--- src/rtl/daq_pkg.sv ---
package daq_pkg;

  localparam int BYTE_W = 8;
  localparam int CH_W   = 2;
  localparam logic [3:0] ADDR_PREFIX = 4'b1001;

  typedef enum logic [2:0] {
    S_IDLE,
    S_ADDR,
    S_ADDR_ACK,
    S_WR,
    S_WR_ACK,
    S_RD,
    S_RD_ACK
  } bus_state_t;

  // highest usable channel for each input mode
  function automatic logic [CH_W-1:0] top_chan(input logic [1:0] mode);
    case (mode)
      2'd0:    top_chan = 2'd3;
      2'd1:    top_chan = 2'd2;
      2'd2:    top_chan = 2'd2;
      default: top_chan = 2'd1;
    endcase
  endfunction

  function automatic logic [CH_W-1:0] clamp_chan(input logic [CH_W-1:0] code,
                                                 input logic [1:0] mode);
    clamp_chan = (code > top_chan(mode)) ? top_chan(mode) : code;
  endfunction

  function automatic logic [CH_W-1:0] next_chan(input logic [CH_W-1:0] ch,
                                                input logic [1:0] mode);
    next_chan = (ch >= top_chan(mode)) ? '0 : ch + 1'b1;
  endfunction

  function automatic logic addr_match(input logic [6:0] addr7,
                                      input logic [2:0] pins);
    addr_match = (addr7 == {ADDR_PREFIX, pins});
  endfunction

endpackage

--- src/rtl/daq_bus_sense.sv ---
module daq_bus_sense #(
  parameter int STAGES = 2
) (
  input  logic clk,
  input  logic rst_n,
  input  logic scl_i,
  input  logic sda_i,
  output logic sda_lvl,
  output logic scl_rise,
  output logic scl_fall,
  output logic start_det,
  output logic stop_det
);
  localparam int LAST = STAGES - 1;

  logic [LAST:0] scl_sync, sda_sync;
  logic          scl_q, sda_q;
  logic          scl_lvl;

  generate
    if (STAGES == 1) begin : g_single
      always_ff @(posedge clk or negedge rst_n) begin
        if (!rst_n) begin
          scl_sync <= '1;
          sda_sync <= '1;
        end else begin
          scl_sync <= scl_i;
          sda_sync <= sda_i;
        end
      end
    end else begin : g_chain
      always_ff @(posedge clk or negedge rst_n) begin
        if (!rst_n) begin
          scl_sync <= '1;
          sda_sync <= '1;
        end else begin
          scl_sync <= {scl_sync[LAST-1:0], scl_i};
          sda_sync <= {sda_sync[LAST-1:0], sda_i};
        end
      end
    end
  endgenerate

  assign scl_lvl = scl_sync[LAST];
  assign sda_lvl = sda_sync[LAST];

  always_ff @(posedge clk or negedge rst_n) begin
    if (!rst_n) begin
      scl_q <= 1'b1;
      sda_q <= 1'b1;
    end else begin
      scl_q <= scl_lvl;
      sda_q <= sda_lvl;
    end
  end

  assign scl_rise  = scl_lvl & ~scl_q;
  assign scl_fall  = ~scl_lvl & scl_q;
  assign start_det = scl_lvl & scl_q & sda_q & ~sda_lvl;
  assign stop_det  = scl_lvl & scl_q & ~sda_q & sda_lvl;

endmodule

--- src/rtl/daq_chan_ctl.sv ---
module daq_chan_ctl
  import daq_pkg::*;
(
  input  logic              clk,
  input  logic              rst_n,
  input  logic              ctrl_wr,
  input  logic [BYTE_W-1:0] wr_byte,
  input  logic              conv_fire,
  output logic [BYTE_W-1:0] ctrl_o,
  output logic [CH_W-1:0]   chan,
  output logic              aout_en
);
  logic [1:0] mode;
  logic       ainc;

  always_ff @(posedge clk or negedge rst_n) begin
    if (!rst_n) begin
      mode    <= '0;
      ainc    <= 1'b0;
      aout_en <= 1'b0;
      chan    <= '0;
    end else if (ctrl_wr) begin
      mode    <= wr_byte[5:4];
      ainc    <= wr_byte[2];
      aout_en <= wr_byte[6];
      chan    <= clamp_chan(wr_byte[1:0], wr_byte[5:4]);
    end else if (conv_fire && ainc) begin
      chan    <= next_chan(chan, mode);
    end
  end

  assign ctrl_o = {1'b0, aout_en, mode, 1'b0, ainc, chan};

endmodule

--- src/rtl/daq_result_pipe.sv ---
module daq_result_pipe
  import daq_pkg::*;
#(
  parameter logic [BYTE_W-1:0] RESET_VALUE = 8'h80
) (
  input  logic              clk,
  input  logic              rst_n,
  input  logic              adc_done,
  input  logic [BYTE_W-1:0] adc_data,
  output logic [BYTE_W-1:0] result
);
  always_ff @(posedge clk or negedge rst_n) begin
    if (!rst_n)        result <= RESET_VALUE;
    else if (adc_done) result <= adc_data;
  end
endmodule

--- src/rtl/daq_i2c_slave.sv ---
module daq_i2c_slave
  import daq_pkg::*;
#(
  parameter int SYNC_STAGES = 2,
  parameter logic [BYTE_W-1:0] FIRST_READ = 8'h80
) (
  input  logic              clk,
  input  logic              rst_n,
  input  logic              scl_i,
  input  logic              sda_i,
  output logic              sda_o,
  output logic              sda_oe,
  input  logic [2:0]        addr_pins,
  input  logic              adc_done,
  input  logic [BYTE_W-1:0] adc_data,
  output logic              conv_start,
  output logic [CH_W-1:0]   conv_channel,
  output logic [BYTE_W-1:0] ctrl_o,
  output logic [BYTE_W-1:0] dac_data,
  output logic              aout_en
);
  localparam int CNT_W = $clog2(BYTE_W + 1);
  localparam logic [CNT_W-1:0] FULL = CNT_W'(BYTE_W);

  bus_state_t        state;
  logic [CNT_W-1:0]  bitcnt;
  logic [BYTE_W-1:0] rx_shift, tx_shift, result;
  logic              oe_q, first_wr, mst_ack;

  // named bus events
  logic sda_lvl, scl_rise, scl_fall, start_det, stop_det;
  logic byte_end, addr_hit, ctrl_wr, dac_wr, conv_fire;

  daq_bus_sense #(.STAGES(SYNC_STAGES)) u_sense (
    .clk(clk), .rst_n(rst_n), .scl_i(scl_i), .sda_i(sda_i),
    .sda_lvl(sda_lvl), .scl_rise(scl_rise), .scl_fall(scl_fall),
    .start_det(start_det), .stop_det(stop_det)
  );

  daq_chan_ctl u_chan (
    .clk(clk), .rst_n(rst_n), .ctrl_wr(ctrl_wr), .wr_byte(rx_shift),
    .conv_fire(conv_fire), .ctrl_o(ctrl_o), .chan(conv_channel),
    .aout_en(aout_en)
  );

  daq_result_pipe #(.RESET_VALUE(FIRST_READ)) u_result (
    .clk(clk), .rst_n(rst_n), .adc_done(adc_done), .adc_data(adc_data),
    .result(result)
  );

  assign byte_end  = scl_fall && (bitcnt == FULL);
  assign addr_hit  = (state == S_ADDR) && byte_end && addr_match(rx_shift[7:1], addr_pins);
  assign ctrl_wr   = (state == S_WR) && byte_end && first_wr && !start_det && !stop_det;
  assign dac_wr    = (state == S_WR) && byte_end && !first_wr && !start_det && !stop_det;
  assign conv_fire = scl_fall && !start_det && !stop_det &&
                     (((state == S_ADDR_ACK) && rx_shift[0]) ||
                      ((state == S_RD_ACK) && mst_ack));

  always_ff @(posedge clk or negedge rst_n) begin
    if (!rst_n) begin
      state    <= S_IDLE;
      bitcnt   <= '0;
      rx_shift <= '0;
      tx_shift <= '0;
      oe_q     <= 1'b0;
      first_wr <= 1'b0;
      mst_ack  <= 1'b0;
    end else if (start_det) begin
      state  <= S_ADDR;
      bitcnt <= '0;
      oe_q   <= 1'b0;
    end else if (stop_det) begin
      state <= S_IDLE;
      oe_q  <= 1'b0;
    end else begin
      case (state)
        S_ADDR, S_WR: begin
          if (scl_rise) begin
            rx_shift <= {rx_shift[BYTE_W-2:0], sda_lvl};
            bitcnt   <= bitcnt + 1'b1;
          end else if (byte_end) begin
            if (state == S_WR) begin
              state    <= S_WR_ACK;
              oe_q     <= 1'b1;
              first_wr <= 1'b0;
            end else if (addr_hit) begin
              state <= S_ADDR_ACK;
              oe_q  <= 1'b1;
            end else begin
              state <= S_IDLE;
            end
          end
        end
        S_ADDR_ACK: begin
          if (scl_fall) begin
            bitcnt <= '0;
            if (rx_shift[0]) begin
              state    <= S_RD;
              tx_shift <= result;
              oe_q     <= ~result[BYTE_W-1];
            end else begin
              state    <= S_WR;
              oe_q     <= 1'b0;
              first_wr <= 1'b1;
            end
          end
        end
        S_WR_ACK: begin
          if (scl_fall) begin
            state  <= S_WR;
            oe_q   <= 1'b0;
            bitcnt <= '0;
          end
        end
        S_RD: begin
          if (scl_rise) begin
            bitcnt <= bitcnt + 1'b1;
          end else if (byte_end) begin
            state <= S_RD_ACK;
            oe_q  <= 1'b0;
          end else if (scl_fall) begin
            tx_shift <= {tx_shift[BYTE_W-2:0], 1'b0};
            oe_q     <= ~tx_shift[BYTE_W-2];
          end
        end
        S_RD_ACK: begin
          if (scl_rise) begin
            mst_ack <= ~sda_lvl;
          end else if (scl_fall) begin
            if (mst_ack) begin
              state    <= S_RD;
              bitcnt   <= '0;
              tx_shift <= result;
              oe_q     <= ~result[BYTE_W-1];
            end else begin
              state <= S_IDLE;
            end
          end
        end
        default: oe_q <= 1'b0;
      endcase
    end
  end

  always_ff @(posedge clk or negedge rst_n) begin
    if (!rst_n)      dac_data <= '0;
    else if (dac_wr) dac_data <= rx_shift;
  end

  assign conv_start = conv_fire;
  assign sda_oe     = oe_q;
  assign sda_o      = 1'b0;

endmodule

--- config.mk ---
export PLATFORM = sky130hd
export DESIGN_NAME = daq_i2c_slave
export DESIGN_NICKNAME = d
export VERILOG_FILES = /design/src/rtl/daq_pkg.sv /design/src/rtl/daq_bus_sense.sv /design/src/rtl/daq_chan_ctl.sv /design/src/rtl/daq_result_pipe.sv /design/src/rtl/daq_i2c_slave.sv
export SDC_FILE = /design/constraint.sdc
export NUM_CORES = 1
export LEC_CHECK = 0
export ABC_AREA = 1
export ABC_CLOCK_PERIOD_IN_PS = 2120
export BUFFER_PORTS_ARGS = -buffer_cell sky130_fd_sc_hd__buf_2
export CAP_MARGIN = 10
export CORE_ASPECT_RATIO = 0.6
export CORE_UTILIZATION = 30
export DETAILED_ROUTE_END_ITERATION = 6
export GPL_ROUTABILITY_DRIVEN = 1
export GPL_TIMING_DRIVEN = 0
export PLACE_DENSITY = 0.56
export SKIP_LAST_GASP = 1
export SLEW_MARGIN = 30
export SYNTH_ARGS = -nofsm -noshare
export SYNTH_HDL_FRONTEND = slang
export SYNTH_SLANG_ARGS = --single-unit
--- constraint.sdc ---
create_clock -name clk -period 2.12 [get_ports clk]
set_input_delay 0.106 -clock clk [delete_from_list [all_inputs] [get_ports clk]]
set_output_delay 0.106 -clock clk [all_outputs]
set_load 0.05 [all_outputs]
## After elaboration in Yosys (flattened, before gate mapping)

Cells that the tools add are included.

| storage, ports and cells | value |
|---|---|
| input port bits | 16 |
| word-level logic and storage cells | 179 |
| output and inout bits | 22 |
| bits in registers | 53 |

| operators by class | value |
|---|---|
| equal/unequal tests | 41 |
| mux-type cells | 63 |
| order comparisons | 2 |
| add/subtract/negate cells | 2 |
| bitwise gates (word level) | 15 |
| reductions and logical operators | 39 |

Operators by type and width:

| kind | count |
|---|---|
| 2-to-1 mux 7 bit | 8 |
| 2-to-1 mux 3 bit | 13 |
| != test 4 bit (second input constant) | 9 |
| 2-to-1 mux 4 bit | 7 |
| != test 2 bit (second input constant) | 13 |
| case mux 7 bit (3 select lines) | 1 |
| 2-to-1 mux 1 bit | 20 |
| logical AND 1 bit | 16 |
| 2-to-1 mux 2 bit | 8 |
| case mux 3 bit (5 select lines) | 1 |
| case mux 4 bit (3 select lines) | 1 |
| AND reduction 11 bit | 1 |
| != test 5 bit (second input constant) | 2 |
| AND reduction 10 bit | 1 |
| == test 3 bit (second input constant) | 3 |
| != test 3 bit (second input constant) | 3 |
| AND reduction 9 bit | 1 |
| inverter 1 bit | 8 |
| case mux 2 bit (2 select lines) | 2 |
| AND reduction 4 bit | 2 |
| AND reduction 8 bit | 1 |
| OR reduction 2 bit | 4 |
| AND 1 bit | 7 |
| == test 7 bit | 1 |
| 21 further kinds | 29 |

## Depth between registers and ports, before layout

Gate-level depths: netlist of run 1.

| logic depth | value |
|---|---|
| depth after elaboration | 14 |
| depth in mapped cells | 12 |
| mapped depth without buffers | 12 |

## Cells and area by module

From an unflattened synthesis of run 1, not the netlist that was laid out.

| unflattened totals | value |
|---|---|
| cell total of the unflattened synthesis | 353 |
| area total of the unflattened synthesis | 2,939.1 um2 |

By module, submodules not included:

| module | times used | area an instance (um2) | cells each | seq. area each (um2) |
|---|---|---|---|---|
| daq_i2c_slave | 1 | 1,918.1 | 236 | 825.8 |
| daq_chan_ctl | 1 | 515.5 | 66 | 150.1 |
| daq_result_pipe | 1 | 306.5 | 34 | 201.4 |
| daq_bus_sense | 1 | 198.9 | 17 | 157.7 |

## Least setup slack after synthesis of run 1

Ideal clock, no wire load.

| path | value |
|---|---|
| path kind | register to register |
| start point | register state[0] |
| end point | register u_chan.chan[1] |
| data required time | 1.994 ns |
| period minus slack after synthesis | 2.169 ns |
| arrival | 2.042 ns |
| buffers on the path | 0 |
| stages on the path, launching flop included | 11 |
| setup slack | -0.049 ns |
| setup time | 0.126 ns |
| path through | dfrtp_1 inv_2 nand2_1 nor2_2 nand2_1 a21oi_1 nand2_1 nand2_1 nand2_1 nand2_1 nand3_1 |

| on the way | value |
|---|---|
| cells in the longest elaborated chain, start to end | 6 |
| elaborated cells on any way between the ends | 14 |
| those cells by class | eq/ne: 3; mux: 1; reduce/logical: 10 |

Ends and longest elaborated chain:

| element | line | text |
|---|---|---|
| from (decl) | daq_i2c_slave.sv:25 | `bus_state_t state;` |
| from (signal assigned) | daq_i2c_slave.sv:61 | `state <= S_IDLE;` |
| from (signal assigned) | daq_i2c_slave.sv:69 | `state <= S_ADDR;` |
| from (signal assigned) | daq_i2c_slave.sv:73 | `state <= S_IDLE;` |
| == test 3 x 2 -> 1 bit or == test 3 bit (tied branches) | daq_i2c_slave.sv:56, daq_i2c_slave.sv:57 |  |
| logical AND 1 bit (on tied branches) | daq_i2c_slave.sv:56, daq_i2c_slave.sv:57 |  |
| logical OR 1 bit * | daq_i2c_slave.sv:56 | `(((state == S_ADDR_ACK) && rx_shift[0]) \|\|` |
| logical AND 1 bit * | daq_i2c_slave.sv:55 | `assign conv_fire = scl_fall && !start_det && !stop_det &&` |
| via conv_start | daq_i2c_slave.sv:16 | `output logic conv_start,` |
| logical AND 1 bit * | daq_chan_ctl.sv:27 | `end else if (conv_fire && ainc) begin` |
| nonzero test 2 bit (no line) * | -- |  |
| to (signal assigned) | daq_chan_ctl.sv:26 | `chan <= clamp_chan(wr_byte[1:0], wr_byte[5:4]);` |
| to (signal assigned) | daq_chan_ctl.sv:28 | `chan <= next_chan(chan, mode);` |
| to (decl) | daq_chan_ctl.sv:10 | `output logic [CH_W-1:0] chan,` |

The timed path passes the listed nets; every way through them passes the cells marked *.
A chain may end at the register's enable or synchronous reset.

## Final worst setup path of run 1

| path | value |
|---|---|
| start point | register state[0] |
| end point | output conv_start |

| on the way | value |
|---|---|
| cells in the longest elaborated chain, start to end | 4 |
| elaborated cells on any way between the ends | 6 |
| those cells by class | eq/ne: 2; reduce/logical: 4 |

Ends and longest elaborated chain:

| element | line |
|---|---|
| == test 3 x 2 -> 1 bit or == test 3 bit (tied branches) | daq_i2c_slave.sv:56, daq_i2c_slave.sv:57 |
| logical AND 1 bit (on tied branches) | daq_i2c_slave.sv:56, daq_i2c_slave.sv:57 |
| logical OR 1 bit * | daq_i2c_slave.sv:56 |
| logical AND 1 bit * | daq_i2c_slave.sv:55 |
| to (decl) | daq_i2c_slave.sv:16 |

Every way passes the cells marked *; elsewhere a longest branch is shown, timed or not.

==> results.tsv, run 1 <==
metric	value	unit
grt_first_pass_wirelength	11.0	mm
synth_cell_types	36	
core-area	8780	µm²
rows	26	
crit_type	flip-flop to output pin	
path_max_fanout	6	
die_y	76.8	µm
n_antenna_cell	0	
drtPass1Iterations	4	
grt.overflow.total	0	
final_area	3300	µm²
syn_avg_cell_area	7.95	µm²
ys_ff_latch	53	
p_leak	1.71	nW
cts_setup_buffers	0	
cts_root_buf	clkbuf_16	
cap_violations	0	
cts_tree	built	
netSwitchingFraction	0.407	
antenna_left	0	
ys_seq_area_frac	0.477	
clkLatencyLatePin	0.29	ns
dr.first_iter.drc_count	169	
cp-end-kind	output pin	
pin_count	38	
p_sw	0.00147	W
io_buffers	34	
tightest_slew	0.696	ns
finalSetupViolCount	0	
hold_class	primary input to flip-flop	
ys_warn_count	0	
status	complete, no violations	
p_comb_frac	0.376	
p_seq_frac	0.404	
antenna_found_initial	0	
vias	2315	
mostFrequentLayoutCells	nand2_1 (105), dfrtp_1 (46), inv_1 (41)	
slew_violations	0	
pwr-share-clk	0.220	
reg2reg_depth	10	
fin_skew	0.00346	ns
gp_congestion	0.941	
cts.htree.levels	2	
power_density	1090	nW/µm²
start_util	0.319	
synth-main-ff-cell	dfrtp_1	
finalSetupTns	0	ns
die_x	127	µm
dpl_cell_area	3120	µm²
synth_edf_count	0	
viasPerCell	4.53	
synth_top_area_share	0.411	
async_flop_share	1.00	
drc	0	
clockBufferDepth	2	
wl_per_cell	12.6	µm
fin_crit	1.96	ns
die_area	9730	µm²
syn_inst	352	
grt_pass1_vias	2172	
cp.arrival	1.85	ns
cp-start-kind	flip-flop	
routed_wl	6.45	mm
clock-sinks	53	
postLayoutCoreUtil	0.376	
area_delta_synth_final	17.9	%
min_period_over_period	0.923	
whs_path_depth	3	
drive_above_1_share	0.216	
internal_power	0.00214	W
irDropWorstVdd	0.393	mV
rsz0062_at_grt	no	
clk_pin_slew_worst_paths	0.07	ns
syn_area	2800	µm²
finalNetCount	423	
dpl.hpwl	4.96	mm
final_common_cell	nand2_1	
synth_top_area_cell	dfrtp_1	
grt_use_total	0.145	
grt_start_max_net_pins	54	
ys_top_cells_by_area	dfrtp_1 (41%), nand2_1 (14%), dfstp_2 (6.6%)	
hold_viol	0	
required	2.01	ns
cts_made_buffers	5	
clock.fmax	0.511	GHz
nFillCells	918	
slew_headroom	0.536	
## worst max-delay path, stage by stage (launching register included)
cell	delay, ns
dfrtp_1	0.48
inv_2	0.15
nand2_1	0.14
nor2_2	0.15
nand2_1	0.14
a21oi_2	0.22
clkbuf_4	0.27
## cells by family (layout without fill, tap and decap cells)
| family | after synthesis | count (layout) | synth area share |
|---|---|---|---|
| AND/OR/NAND/NOR | 167 | 167 | 0.252 |
| AO/OA/AOI/OAI | 60 | 60 | 0.124 |
| buffers and inverters | 58 | 103 | 0.0912 |
| flip-flops | 53 | 53 | 0.477 |
| adder cells (fa/ha/maj) | 9 | 9 | 0.0402 |
| XOR/XNOR | 2 | 2 | 0.00626 |
| multiplexers | 2 | 2 | 0.00805 |
| other | 1 | 3 | 0.00134 |
## worst paths after layout
path / start / to / slack, ns
setup / recovery: state[0]$_DFFE_PN0P_ / conv_start / 0.16
hold / removal: adc_data[5] / u_result.result[5]$_DFFE_PN0P_ / 0.02
setup reg to reg: u_sense.scl_sync[1]$_DFF_PN1_ / tx_shift[5]$_DFFE_PN0P_ / 0.19
hold reg to reg: u_sense.sda_sync[0]$_DFF_PN1_ / u_sense.sda_sync[1]$_DFF_PN1_ / 0.36
max in group asynchronous: rst_n / state[0]$_DFFE_PN0P_ / 1.25
min in group asynchronous: rst_n / bitcnt[3]$_DFFE_PN0P_ / 0.40
## sequential cells by signal, summed over array words and instances (netlist names), 2 cells and up
signal and count:
state 3, u_chan.mode 2, dac_data 8, u_result.result 8, u_sense.sda_sync 2, rx_shift 8, tx_shift 7, bitcnt 4
u_chan.chan 2, u_sense.scl_sync 2
## through the flow
step	setup slack, ns	std cells	total power, W	hold WS (ns)
5_1_grt	0.00437	511	0.00390	0.0453
3_3_place_gp	0.187	500	0.00277	0.212
3_5_place_dp	0.201	500	0.00281	0.206
4_1_cts	0.0867	511	0.00362	0.0195
6_report	0.164	511	0.00361	0.0233
2_1_floorplan	0.242	354	0.00243	-0.190
## repair_timing
item,CTS,global route
endpoints found under the setup margin,0,2
endpoints found under the hold margin,48,0
hold buffers,3,0
resized for setup,0,3
## power groups by stage
stage | Clock, W | Sequential (W) | Combinational [W]
2_1_floorplan | 0 | 0.00144 | 0.000994
3_3_place_gp | 0 | 0.00146 | 0.00131
3_5_place_dp | 0 | 0.00147 | 0.00134
4_1_cts | 0.000821 | 0.00145 | 0.00135
5_1_grt | 0.000856 | 0.00149 | 0.00155
6_report | 0.000794 | 0.00146 | 0.00136
## routing by layer
| metal | share of wire | vias up | global-route usage | wire [µm] |
|---|---|---|---|---|
| li1 | - | 1199 | - | - |
| met1 | 0.55 | 1054 | 0.231 | 3580 |
| met2 | 0.37 | 55 | 0.186 | 2400 |
| met3 | 0.065 | 7 | 0.0426 | 418 |
| met4 | 0.0088 | 0 | 0.0321 | 57 |
| met5 | 0 | - | 0 | 0 |
## cell usage after synthesis (2+ instances only)
| cell | instances |
|---|---|
| nor3_1 | 4 |
| nand4_1 | 3 |
| clkbuf_1 | 3 |
| inv_2 | 2 |
| mux2_2 | 2 |
| dfrtp_1 | 46 |
| nor2_1 | 28 |
| buf_2 | 2 |
| o21ai_2 | 6 |
| o21ai_1 | 5 |
| o21a_1 | 6 |
| nand2_2 | 6 |
| nor2_2 | 4 |
| inv_1 | 41 |
| a21oi_1 | 7 |
| ha_1 | 9 |
| o21ai_0 | 32 |
| nand3_1 | 12 |
| dfstp_2 | 7 |
| nand2_1 | 105 |
| buf_4 | 7 |
## final cells by class
class / instances / area (µm²) / area share
buffer: 13 / 85.1 / 0.0258
clock buffer: 6 / 129 / 0.0390
clock inverter: 2 / 10.0 / 0.00303
inverter: 45 / 174 / 0.0527
multi-input combinational: 243 / 1220 / 0.370
sequential: 53 / 1340 / 0.404
tap: 112 / 140 / 0.0425
timing repair buffer: 37 / 205 / 0.0622
(Power assumes the default switching activity.)
==> run 2: changes to the inputs <==
ABC_CLOCK_PERIOD_IN_PS = 2050   (was 2120)
RECOVER_POWER = 50   (was unset)
clock period = 2.05 ns   (was 2.12 ns; I/O delays follow)
==> run 2 against run 1 <==
Hold slack worse by 0.0040 ns. Final cell count up 0.39%. Total power up 3.7%. Utilization up 0.23 points. Combinational power up 4%. Register-to-register slack worse by 0.03 ns. Critical path type unchanged.
==> results.tsv, run 2 (synthesized netlist as in run 1, its figures left out) <==
metric	value	unit	change
status	complete, no violations		unchanged
finalNetCount	425		was 423
cts_tree	built		unchanged
slew_headroom	0.0980		was 0.536
drtPass1Iterations	5		was 4
vias	2349		was 2,315
hold_viol	0		unchanged
cap_violations	0		unchanged
irDropWorstVdd	0.407	mV	was 0.393 mV
drive_above_1_share	0.227		was 0.216
clock.fmax	0.529	GHz	
antenna_left	0		unchanged
reg2reg_depth	10		unchanged
hold_class	primary input to flip-flop		unchanged
postLayoutCoreUtil	0.378		was 0.376
rr_startpoint	u_sense.scl_sync[1]$_DFF_PN1_		unchanged
finalSetupViolCount	0		unchanged
top_regs	dac_data: 8 flops, rx_shift: 8 flops, u_result.result: 8 flops		unchanged
hold_path_end	u_result.result[5]$_DFFE_PN0P_		unchanged
totalPowerFinal	0.00374	W	was 0.00361 W
dp_slack	0.131	ns	was 0.201 ns
die_y	76.8	µm	unchanged
critPathBufInv	2		unchanged
cpPeakStageDelay	0.47	ns	was 0.48 ns
fin_crit	1.89	ns	
io_buffers	34		unchanged
path_common_cell	nand2_1		unchanged
cts.htree.levels	2		unchanged
crit_path_top_delay_cell	dfrtp_2		was dfrtp_1
gp_congestion	0.941		unchanged
power_density	1130	nW/µm²	was 1090 nW/µm²
worst_slack	0.158	ns	was 0.164 ns
placedCellCount	500		unchanged
grt_use_total	0.145		unchanged
cts_made_buffers	5		unchanged
cts_root_buf	clkbuf_16		unchanged
die_x	127	µm	unchanged
antenna_found_initial	0		unchanged
die_area	9730	µm²	unchanged
crit_family	flip-flops		unchanged
dpl.hpwl	4.96	mm	unchanged
grt.overflow.total	0		unchanged
core-area	8780	µm²	unchanged
area_delta_synth_final	18.6	%	was 17.9%
clock-sinks	53		unchanged
pin_count	38		unchanged
clkLatencyLatePin	0.29	ns	about the same
clockBufferDepth	2		unchanged
required	1.95	ns	was 2.01 ns
grt_pass1_vias	2172		unchanged
fin_skew	0.00418	ns	was 0.00346 ns
crit_type	flip-flop to output pin		unchanged
cp-startpoint	state[0]$_DFFE_PN0P_		unchanged
n_antenna_cell	0		unchanged
rows	26		unchanged
path_max_fanout	6		unchanged
p_leak	1.72	nW	was 1.71 nW
grt_start_max_net_pins	54		unchanged
wl_per_cell	12.6	µm	about the same
min_period_over_period	0.923		
start_util	0.319		unchanged
viasPerCell	4.58		was 4.53
mostFrequentLayoutCells	nand2_1 (104), dfrtp_1 (45), inv_1 (41)		was nand2_1 (105), dfrtp_1 (46), inv_1 (41)
final_cells	513		was 511
cp.arrival	1.79	ns	was 1.85 ns
rr_endpoint	state[0]$_DFFE_PN0P_		was tx_shift[5]$_DFFE_PN0P_
grt_first_pass_wirelength	11.0	mm	unchanged
tightest_slew	1.35	ns	was 0.696 ns
cp-end-kind	output pin		unchanged
crit_chain	inv_2, nand2_1, nor2_2, nand2_1, a21oi_2, buf_4		was inv_2, nand2_1, nor2_2, nand2_1, a21oi_2, clkbuf_4
reg2reg_slack	0.16	ns	was 0.19 ns
final_common_cell	nand2_1		unchanged
cp-start-kind	flip-flop		unchanged
whs_path_depth	3		unchanged
routed_wl	6.48	mm	was 6.45 mm
clk_pin_slew_worst_paths	0.07	ns	about the same
dr.first_iter.drc_count	164		was 169
slew_violations	0		unchanged
drc	0		unchanged
min_from	adc_data[5]		unchanged
finalSetupTns	0	ns	unchanged
rsz0062_at_grt	no		unchanged
nFillCells	921		was 918
-- run 2: changes by cell type in the layout (fill, tap and decap cells not counted) --
cell	change
clkbuf_2	+2
dfrtp_1	-1
buf_4	+2
dfstp_1	+1
nor2_2	+1
nand2_2	+1
nand2_1	-1
clkbuf_1	-1
dfstp_2	-1
dfrtp_2	+1
nor2_1	-1
clkbuf_4	-1
-- run 2: what timing repair did --
| item | in CTS | in global routing |
|---|---|---|
| hold buffers | 3 | 0 |
| gates resized for setup | 0 | 9 |
| setup endpoints to repair | 0 | 15 |
| buffers inserted | 0 | 2 |
| endpoints found under the hold margin | 48 | 0 |
-- run 2: metal layers --
layer  vias up  part of all wire  track usage
li1       1200                 -            -
met1      1073              0.54        0.231
met2        70              0.37        0.186
met3         6             0.079       0.0426
met4         0            0.0086       0.0321
met5         -                 0            0
-- run 2: cell type report --
cell class	count	area (µm²)	share of cell area
buffer	13	86.3	0.0260
clock buffer	6	129	0.0388
clock inverter	2	10.0	0.00301
inverter	45	174	0.0524
multi-input combinational	243	1230	0.370
sequential	53	1340	0.402
tap	112	140	0.0422
timing repair buffer	39	218	0.0656
-- run 2: worst reg2reg max path, stage by stage (launching register included) --
cell	delay, ns
dfstp_1	0.54
nand2_1	0.06
inv_1	0.06
nand2_1	0.13
nand2_1	0.21
clkinvlp_4	0.19
nand2_1	0.10
nand3_1	0.11
nand2b_1	0.23
nand2_1	0.10
nand2_1	0.05
-- run 2: per-stage QoR --
stage,hold WS (ns),instance area [µm²]
after floorplan,-0.193,2810
after global placement,0.209,3120
after detailed placement,0.202,3120
after CTS,0.0160,3290
after global routing,0.0418,3320
final,0.0192,3320
-- run 2: worst max-delay path by stage --
stage	to	slack, ns	cells after the start
after global placement	sda_oe$_DFFE_PN0P_	0.12	11
after detailed placement	dac_data[5]$_DFFE_PN0P_	0.13	6
after CTS	conv_start	0.02	6
after global routing	conv_start	0.01	6
final	conv_start	0.16	6
after floorplan	u_chan.chan[1]$_DFFE_PN0P_	0.17	10
-- run 2: report_power, final --
part           switching, W  leakage, nW  total, W  internal (W)
clock              0.000375       0.0706  0.000824      0.000450
sequential         0.000230        0.679   0.00151       0.00128
combinational      0.000919        0.969   0.00141      0.000486
total               0.00152         1.72   0.00374       0.00221
